$ cat src/rtl/cfg_scan_pkg.sv
package cfg_scan_pkg;
  typedef enum logic [3:0] {
    ST_IDLE,
    ST_LEAD,
    ST_SHIFT,
    ST_GAP,
    ST_UPD,
    ST_WAIT_HI,
    ST_WAIT_LO,
    ST_GRST,
    ST_FIN,
    ST_ERR
  } scan_st_e;
endpackage

$ cat src/rtl/scan_shifter.sv
module scan_shifter #(
  parameter int LEN = 144
) (
  input  logic           clk_i,
  input  logic           rst_ni,
  input  logic           load_i,
  input  logic [LEN-1:0] word_i,
  input  logic           shift_i,
  output logic           bit_o,
  output logic           last_o
);
  localparam int CW = $clog2(LEN);

  logic [LEN-1:0] sreg_q;
  logic [CW-1:0]  cnt_q;

  always_ff @(posedge clk_i or negedge rst_ni) begin
    if (!rst_ni) begin
      sreg_q <= '0;
      cnt_q  <= '0;
    end else if (load_i) begin
      sreg_q <= word_i;
      cnt_q  <= '0;
    end else if (shift_i) begin
      sreg_q <= {sreg_q[LEN-2:0], 1'b0};
      cnt_q  <= cnt_q + 1'b1;
    end
  end

  assign bit_o  = sreg_q[LEN-1];
  assign last_o = (cnt_q == CW'(LEN-1));
endmodule

$ cat src/rtl/scan_sync.sv
module scan_sync #(
  parameter int STAGES = 2
) (
  input  logic clk_i,
  input  logic rst_ni,
  input  logic d_i,
  output logic q_o
);
  generate
    if (STAGES == 0) begin : g_pass
      assign q_o = d_i;
    end else begin : g_chain
      logic [STAGES-1:0] ff_q;
      always_ff @(posedge clk_i or negedge rst_ni) begin
        if (!rst_ni) ff_q <= '0;
        else if (STAGES == 1) ff_q <= d_i;
        else ff_q <= {ff_q[STAGES-2:0], d_i};
      end
      assign q_o = ff_q[STAGES-1];
    end
  endgenerate
endmodule

$ cat src/rtl/scan_watchdog.sv
module scan_watchdog #(
  parameter int LIMIT = 1000
) (
  input  logic clk_i,
  input  logic rst_ni,
  input  logic clr_i,
  output logic expired_o
);
  localparam int TW = $clog2(LIMIT + 1);

  logic [TW-1:0] cnt_q;

  always_ff @(posedge clk_i or negedge rst_ni) begin
    if (!rst_ni)                       cnt_q <= '0;
    else if (clr_i)                    cnt_q <= '0;
    else if (cnt_q != TW'(LIMIT - 1))  cnt_q <= cnt_q + 1'b1;
  end

  assign expired_o = (cnt_q == TW'(LIMIT - 1));
endmodule

$ cat src/rtl/scan_seq_fsm.sv
module scan_seq_fsm
  import cfg_scan_pkg::*;
#(
  parameter int RST_CYC = 4
) (
  input  logic clk_i,
  input  logic rst_ni,
  input  logic start_i,
  input  logic rst_req_i,
  input  logic last_i,
  input  logic done_s_i,
  input  logic wd_exp_i,
  output logic load_o,
  output logic shift_o,
  output logic in_shift_o,
  output logic shift_en_o,
  output logic update_o,
  output logic gen_reset_o,
  output logic complete_o,
  output logic err_o,
  output logic wd_clr_o
);
  localparam int RW = $clog2(RST_CYC + 1);

  scan_st_e      st_q, st_d;
  logic          rst_lat_q;
  logic [RW-1:0] rcnt_q;

  always_comb begin
    st_d = st_q;
    unique case (st_q)
      ST_IDLE:    if (start_i) st_d = ST_LEAD;
      ST_LEAD:    st_d = ST_SHIFT;
      ST_SHIFT:   if (last_i) st_d = ST_GAP;
      ST_GAP:     st_d = ST_UPD;
      ST_UPD:     st_d = ST_WAIT_HI;
      ST_WAIT_HI: begin
        if (done_s_i)      st_d = ST_WAIT_LO;
        else if (wd_exp_i) st_d = ST_ERR;
      end
      ST_WAIT_LO: begin
        if (!done_s_i)     st_d = rst_lat_q ? ST_GRST : ST_FIN;
        else if (wd_exp_i) st_d = ST_ERR;
      end
      ST_GRST:    if (rcnt_q == RW'(RST_CYC - 1)) st_d = ST_FIN;
      ST_FIN:     st_d = ST_IDLE;
      ST_ERR:     st_d = ST_IDLE;
      default:    st_d = ST_IDLE;
    endcase
  end

  always_ff @(posedge clk_i or negedge rst_ni) begin
    if (!rst_ni) begin
      st_q      <= ST_IDLE;
      rst_lat_q <= 1'b0;
      rcnt_q    <= '0;
    end else begin
      st_q <= st_d;
      if (st_q == ST_IDLE && start_i) rst_lat_q <= rst_req_i;
      if (st_q == ST_GRST) rcnt_q <= rcnt_q + 1'b1;
      else                 rcnt_q <= '0;
    end
  end

  assign load_o      = (st_q == ST_IDLE) && start_i;
  assign shift_o     = (st_q == ST_SHIFT);
  assign in_shift_o  = (st_q == ST_SHIFT);
  assign shift_en_o  = (st_q == ST_LEAD) || (st_q == ST_SHIFT);
  assign update_o    = (st_q == ST_UPD);
  assign gen_reset_o = (st_q == ST_GRST);
  assign complete_o  = (st_q == ST_FIN);
  assign err_o       = (st_q == ST_ERR);
  // counter runs only while parked in one wait state
  assign wd_clr_o    = (st_d != st_q) ||
                       !((st_q == ST_WAIT_HI) || (st_q == ST_WAIT_LO));
endmodule

$ cat src/rtl/cfg_scan_ctrl.sv
module cfg_scan_ctrl #(
  parameter int CHAIN_LEN = 144,
  parameter int TMO_CYC   = 1000,
  parameter int RST_CYC   = 4,
  parameter int DONE_SYNC = 2
) (
  input  logic                 clk_i,
  input  logic                 rst_ni,
  input  logic                 start_i,
  input  logic [CHAIN_LEN-1:0] cfg_word_i,
  input  logic                 pll_rst_req_i,
  input  logic                 done_i,
  output logic                 sdata_o,
  output logic                 shift_en_o,
  output logic                 update_o,
  output logic                 gen_reset_o,
  output logic                 complete_o,
  output logic                 err_o
);
  logic load, shift, in_shift, bit_out, last, done_s, wd_exp, wd_clr;

  scan_shifter #(.LEN(CHAIN_LEN)) u_shift (
    .clk_i  (clk_i),
    .rst_ni (rst_ni),
    .load_i (load),
    .word_i (cfg_word_i),
    .shift_i(shift),
    .bit_o  (bit_out),
    .last_o (last)
  );

  scan_sync #(.STAGES(DONE_SYNC)) u_sync (
    .clk_i (clk_i),
    .rst_ni(rst_ni),
    .d_i   (done_i),
    .q_o   (done_s)
  );

  scan_watchdog #(.LIMIT(TMO_CYC)) u_wd (
    .clk_i    (clk_i),
    .rst_ni   (rst_ni),
    .clr_i    (wd_clr),
    .expired_o(wd_exp)
  );

  scan_seq_fsm #(.RST_CYC(RST_CYC)) u_fsm (
    .clk_i      (clk_i),
    .rst_ni     (rst_ni),
    .start_i    (start_i),
    .rst_req_i  (pll_rst_req_i),
    .last_i     (last),
    .done_s_i   (done_s),
    .wd_exp_i   (wd_exp),
    .load_o     (load),
    .shift_o    (shift),
    .in_shift_o (in_shift),
    .shift_en_o (shift_en_o),
    .update_o   (update_o),
    .gen_reset_o(gen_reset_o),
    .complete_o (complete_o),
    .err_o      (err_o),
    .wd_clr_o   (wd_clr)
  );

  assign sdata_o = bit_out & in_shift;
endmodule

$ cat config.mk
export PLATFORM = sky130hd
export DESIGN_NAME = cfg_scan_ctrl
export DESIGN_NICKNAME = d
export VERILOG_FILES = /design/src/rtl/cfg_scan_pkg.sv /design/src/rtl/scan_shifter.sv /design/src/rtl/scan_sync.sv /design/src/rtl/scan_watchdog.sv /design/src/rtl/scan_seq_fsm.sv /design/src/rtl/cfg_scan_ctrl.sv
export SDC_FILE = /design/constraint.sdc
export NUM_CORES = 1
export LEC_CHECK = 0
export BUFFER_PORTS_ARGS = -buffer_cell sky130_fd_sc_hd__clkbuf_2
export CELL_PAD_IN_SITES_DETAIL_PLACEMENT = 0
export CELL_PAD_IN_SITES_GLOBAL_PLACEMENT = 1
export CORE_MARGIN = 2
export CORE_UTILIZATION = 40
export DETAILED_ROUTE_END_ITERATION = 8
export PLACE_DENSITY = 0.77
export SYNTH_ARGS = -nofsm -noshare
export SYNTH_HDL_FRONTEND = slang
export SYNTH_SLANG_ARGS = --single-unit
$ cat constraint.sdc
create_clock -name clk_i -period 4.1 [get_ports clk_i]
set_input_delay 0.82 -clock clk_i [delete_from_list [all_inputs] [get_ports clk_i]]
set_output_delay 0.82 -clock clk_i [all_outputs]
set_load 0.05 [all_outputs]
# After elaboration in Yosys (flattened, before gate mapping)
# Index checks and enable logic that the tools add are counted.
# op_classes
eq_ne	14
n_reduce_logical	8
addsub	3
bitwise_logic	1
muxes	15
# op_table
cell	n
$mux 144	2
$pmux 4 s8	1
$mux 4	7
$mux 10	2
$eq 4x3->1 const B	4
$mux 8	2
$add 10x1->10 const B	1
$eq 10x10->1 const B	1
$ne 10x10->1 const B	1
$add 8x1->8 const B	1
$eq 4x2->1 const B	2
$eq 4x4->1 const B	2
$eq 8x8->1 const B	1
$eq 4x1->1 const B	1
$logic_not 4->1	1
$ne 4x4->1	1
$reduce_bool 2->1	2
$add 3x1->3 const B	1
$eq 3x2->1 const B	1
$logic_or 1x1->1	3
$mux 3	1
$and 1x1->1	1
$logic_and 1x1->1	1
$logic_not 1->1	1
# totals
register_bits	172
elab_cells	48

# Depth between registers and ports, before layout
# logic_depth
word_depth	7
depth_mapped	8
mapped_depth_nobuf	6

# By module
# Synthesis repeated with hierarchy kept, for this count alone.
# hier_totals
hier_cells	778
area_unflattened_um2	8127.8
# by_module_without_submodules
module	cells_each	instances	area_per_inst_um2	seq_area_each_um2
scan_shifter	663	1	6993.0	3803.6
scan_seq_fsm	60	1	546.8	200.2
scan_watchdog	52	1	531.8	250.2
scan_sync	2	1	50.0	50.0
cfg_scan_ctrl	1	1	6.3	0.0

# Worst setup path after synthesis
# OpenSTA, ideal clock, no wires.
# synth_timing
kind	flip-flop to output port
from	register u_fsm.st_q[0]
to	output port shift_en_o
setup_slack_ns	1.384
arrival_ns	1.896
path_stages_with_launch	4
path_cell_list	dfrtp_1 clkbuf_1 nand2b_1 a21boi_0
# synth_between
elab_chain_len	2
word_cells_on_any_way	3
# synth_rtl
item	line	source
from (decl)	scan_seq_fsm.sv:25	scan_st_e st_q, st_d;
from (signal assigned)	scan_seq_fsm.sv:58	st_q <= st_d;
$eq 4x1->1 or $eq 4x2->1 (tied branches)	scan_seq_fsm.sv:68	assign shift_en_o = (st_q == ST_LEAD) || (st_q == ST_SHIFT);
$logic_or 1x1->1 *	scan_seq_fsm.sv:68	
to (decl)	cfg_scan_ctrl.sv:14	output logic shift_en_o,
# Every way passes the cells marked *; elsewhere a longest branch is shown, timed or not.

# Final worst setup path
# layout_timing
from	register u_fsm.st_q[1]
to	output port sdata_o
# layout_between
elab_chain_len	2
# layout_rtl
item	line	source
$eq 4x2->1	scan_seq_fsm.sv:67	assign in_shift_o = (st_q == ST_SHIFT);
$and 1x1->1	cfg_scan_ctrl.sv:65	assign sdata_o = bit_out & in_shift;
to (decl)	cfg_scan_ctrl.sv:13	output logic sdata_o,
# Every way passes these cells.

==> summary by stage <==
Outcome
The run finished with clean final reports.

Drt
Summed over all layers, the routed wires come to 17200 um. The detailed router finished its first iteration with ~530 violations. The detailed router placed approximately 5.9k vias in this run. After detailed routing, the number of remaining DRC violations is 0. The first detailed-routing pass took 4 iterations. In this run the remaining antenna-violating nets after routing total 0. Dividing the detail-routed wire length by the instance count gives between 10 and 15 um. The ratio of routed vias to standard cells is a little over 5.

CTS
TritonCTS created 17 clock buffers. The total number of clock tree sinks is ~170. The clock edge transition at the registers on the reported setup and hold paths is 0.06 ns. The clock tree root driver cell is sky130_fd_sc_hd__clkbuf_16. The CTS tree is done. At the later pin of the worst-skew pair, clock insertion delay measures 0.42 ns. In this run, post-CTS hold repair placed 0 buffers. The post-cts gate resize count is 0.

Buffers added to address setup during post-CTS repair amount to 0. In this run the number of H-tree levels came out at 4. The number of buffers between clock root and the deepest sink is 2.

Timing
In the finished design, the share of the clock period the worst path needs comes to 0.671. The tightest hold path in the finished design has a slack of 0.361 ns. The top achievable clock speed is ~0.36 GHz. In the final timing run, aggregate negative setup slack is 0 ns. At the pin with the least slew margin, the transition time is around 0.94 ns. The count of final hold-check violations came to 0. Setup repair after global routing left no endpoint under its margin. The final number of setup-violating endpoints is 0. The clock period minus worst slack is approximately 2.8 ns. The count of pins over their slew limit is 0. In this run the tightest slew margin relative to its limit is 0.371. The final worst clock skew is 0.00984 ns.

GRT
The number of global-route vias before repair was around 5.9k. The initial antenna violation count was 0. Summed over all layers, the global routing overflow is 0. The overall fraction of global-route tracks in use is 0.180. The first-pass GRT wire length is 29200 um. The maximum number of pins on one net before global-route repair is 154.

Final layout
The area growth from synthesis to layout is 19.4%. In the final design database the tool counted 1057 nets. 0 antenna diodes ended up in the layout. Of the cells placed in the final design, the portion with a size suffix greater than 1 is 0.215.

Place
The count of buffers from port buffering is between 150 and 200. Once detailed placement completed, the half-perimeter wirelength came to approximately 11000 um. The final estimated routing congestion in global placement is about 0.76.

Yosys
The share of the synthesized area in compound gates (AO/OA/AOI/OAI) is 0.162. In the post-synthesis netlist, the biggest area contributors are sky130_fd_sc_hd__dfrtp_1 57%, sky130_fd_sc_hd__nand2_1 15%, sky130_fd_sc_hd__a22oi_1 14%. After synthesis, the largest family of logic cells by area is simple AND/OR/NAND/NOR gates. The post-synthesis instance total is ~780. The synthesized design contains 0 enable-type register cells.

For this run, the number of Yosys warnings is 0. The simple-gate share of the synthesized area is 0.199. The dominant register cell in the synthesized netlist is sky130_fd_sc_hd__dfrtp_1. The share of the Yosys chip area taken by registers is 0.573.

The synthesized-area fraction occupied by xor and xnor cells is 0.0163. Counting every net in the synthesized netlist gives 928. After synthesis, the share of cell area in mux cells is 0.00133. The cell type with the largest total area after synthesis is sky130_fd_sc_hd__dfrtp_1. The synthesized design contains between 150 and 200 register bits. The async set or reset register ratio after synthesis is 1.00. Sorting the synthesized cells by how often they occur yields 298 x sky130_fd_sc_hd__nand2_1, 172 x sky130_fd_sc_hd__dfrtp_1, 144 x sky130_fd_sc_hd__a22oi_1, 28 x sky130_fd_sc_hd__buf_2, 23 x sky130_fd_sc_hd__nor2_1.

Synthesis instantiated 40 different standard cells from the library. Of the total synthesized cell area, the portion taken by full adders, half adders and majority gates is 0.00667. The area fraction of the dominant cell type after synthesis is 0.573. The netlist area before placement is about 7500 um^2. In this run the mean area of a mapped cell was about 9.7 um^2. sky130_fd_sc_hd__nand2_1 is the most common cell in the netlist.

Job
The tool flagged a number of max-cap violations equal to 0.

Setup path
The largest driver fanout on the critical path is 16. The critical path goes through nor4b_2, and2_1, clkbuf_2. STA puts the critical path data required time at roughly 3.3 ns. The cell at the slowest stage of the critical path is sky130_fd_sc_hd__dfrtp_1.

The critical path arrival is just under 2 ns. The delay of the slowest cell on the worst path is 0.61 ns. The category of the most critical setup path is register to output port.

The sort of element at the end of the critical path is an output port. STA classifies the critical path startpoint as a register.

Hold path
The type of the tightest min-delay check is register to register.

Power and ir drop
The static leakage power is ~4.8 nW. VDD sags by at most about 0.00029 V. Of the total power, the clock network draws 0.470. The internal power is roughly 2.7 mW. Dividing total power by cell area gives a power density of roughly 380 nW/um^2. The share of total power dissipated in combinational logic is 0.034. Of the total power, the share spent switching nets is 0.212. Summed over all nets, the switching power comes to approximately 730 uW.

Total power for the finished layout comes to approximately 3.4 mW. The power share of the sequential group is 0.496.

Floorplanning
The floorplan step set the die width to about 140 um. The total die area is between 15000 and 20000 um^2. The core region is 18600 um^2. The vertical die dimension is 141 um. The floorplan has 50 rows. The initial standard-cell utilization of the core is 0.404. The number of ports placed on the die boundary is 155.
-- worst paths after layout --
check                                  startpoint                      to  slack, ns  depth (start not counted)
min reg2reg                u_sync.g_chain.ff_q[0]  u_sync.g_chain.ff_q[1]       0.36                          0
min                        u_sync.g_chain.ff_q[0]  u_sync.g_chain.ff_q[1]       0.36                          0
min in group asynchronous                  rst_ni      u_shift.sreg_q[64]       0.47                          1
max reg2reg                         u_fsm.st_q[1]      u_shift.sreg_q[98]       1.66                          6
max                                 u_fsm.st_q[1]                 sdata_o       1.35                          3
max in group asynchronous                  rst_ni       u_shift.sreg_q[6]       2.77                          2
-- worst max-delay path: cells and delay by family, from the launching register on --
| kind | cells | cell delay, ns |
|---|---|---|
| buffers and inverters | 1 | 0.28 |
| flip-flops | 1 | 0.61 |
| AND/OR/NAND/NOR | 2 | 0.63 |
-- state kept, by name, summed over array words and instances (netlist names) --
signal and cells:
u_fsm.rst_lat_q 1, u_fsm.rcnt_q 3, u_wd.cnt_q 10, u_sync.g_chain.ff_q 2, u_shift.cnt_q 8, u_fsm.st_q 4, u_shift.sreg_q 144
-- power groups by stage --
stage / sequential [mW] / combinational [mW] / clock, mW
floorplan: 1.73 / 0.00428 / 0
global placement: 1.73 / 0.119 / 0
detailed placement: 1.73 / 0.118 / 0
CTS: 1.70 / 0.119 / 1.65
global route: 1.70 / 0.130 / 1.72
finish: 1.70 / 0.115 / 1.61
-- through the flow --
| stage | area [um^2] | utilization | std cells | worst slack, ns |
|---|---|---|---|---|
| after global routing | 8960 | 0.482 | 1150 | 1.25 |
| after detailed placement | 8380 | 0.451 | 1119 | 1.57 |
| after global placement | 8380 | 0.451 | 1119 | 1.64 |
| after CTS | 8960 | 0.482 | 1150 | 1.33 |
| final | 8960 | 0.482 | 1150 | 1.35 |
| after floorplan | 7510 | - | 775 | 1.38 |
-- routing by layer --
metal	global-route usage	wire length, um	vias up
li1	-	-	2919
met1	0.257	8190	2860
met2	0.262	7570	125
met3	0.0560	1170	24
met4	0.0579	286	0
met5	0	0	-
-- cells in the final DEF, fill, tap and decap left out, types with 3 or more instances in the layout --
cell / count
sky130_fd_sc_hd__nand4_1: 4
sky130_fd_sc_hd__nand3_1: 9
sky130_fd_sc_hd__a21oi_1: 6
sky130_fd_sc_hd__xnor2_1: 5
sky130_fd_sc_hd__xor2_1: 9
sky130_fd_sc_hd__nor2_1: 23
sky130_fd_sc_hd__nor3_1: 7
sky130_fd_sc_hd__and2_1: 3
sky130_fd_sc_hd__nand2b_1: 9
sky130_fd_sc_hd__ha_1: 4
sky130_fd_sc_hd__buf_4: 7
sky130_fd_sc_hd__nand2_1: 298
sky130_fd_sc_hd__clkbuf_8: 3
sky130_fd_sc_hd__clkbuf_2: 153
sky130_fd_sc_hd__dfrtp_1: 172
sky130_fd_sc_hd__clkbuf_16: 17
sky130_fd_sc_hd__a22oi_1: 144
-- kinds of logic (layout without fill, tap and decap cells) --
family,after synthesis,in the layout
mux,1,1
simple gates,367,367
xor+xnor,14,14
flops,172,172
fa+ha+maj,4,4
buf+inv,55,196
compound gates,162,162
-- cell type report --
type,count,area (um^2)
clock buffer,22,474
clock inverter,9,111
fill,1794,9620
inverter,2,7.51
multi-input combinational,548,2900
sequential,172,4300
tap,234,293
timing repair buffer,163,870
No activity file was read; power rests on OpenSTA's default activity.
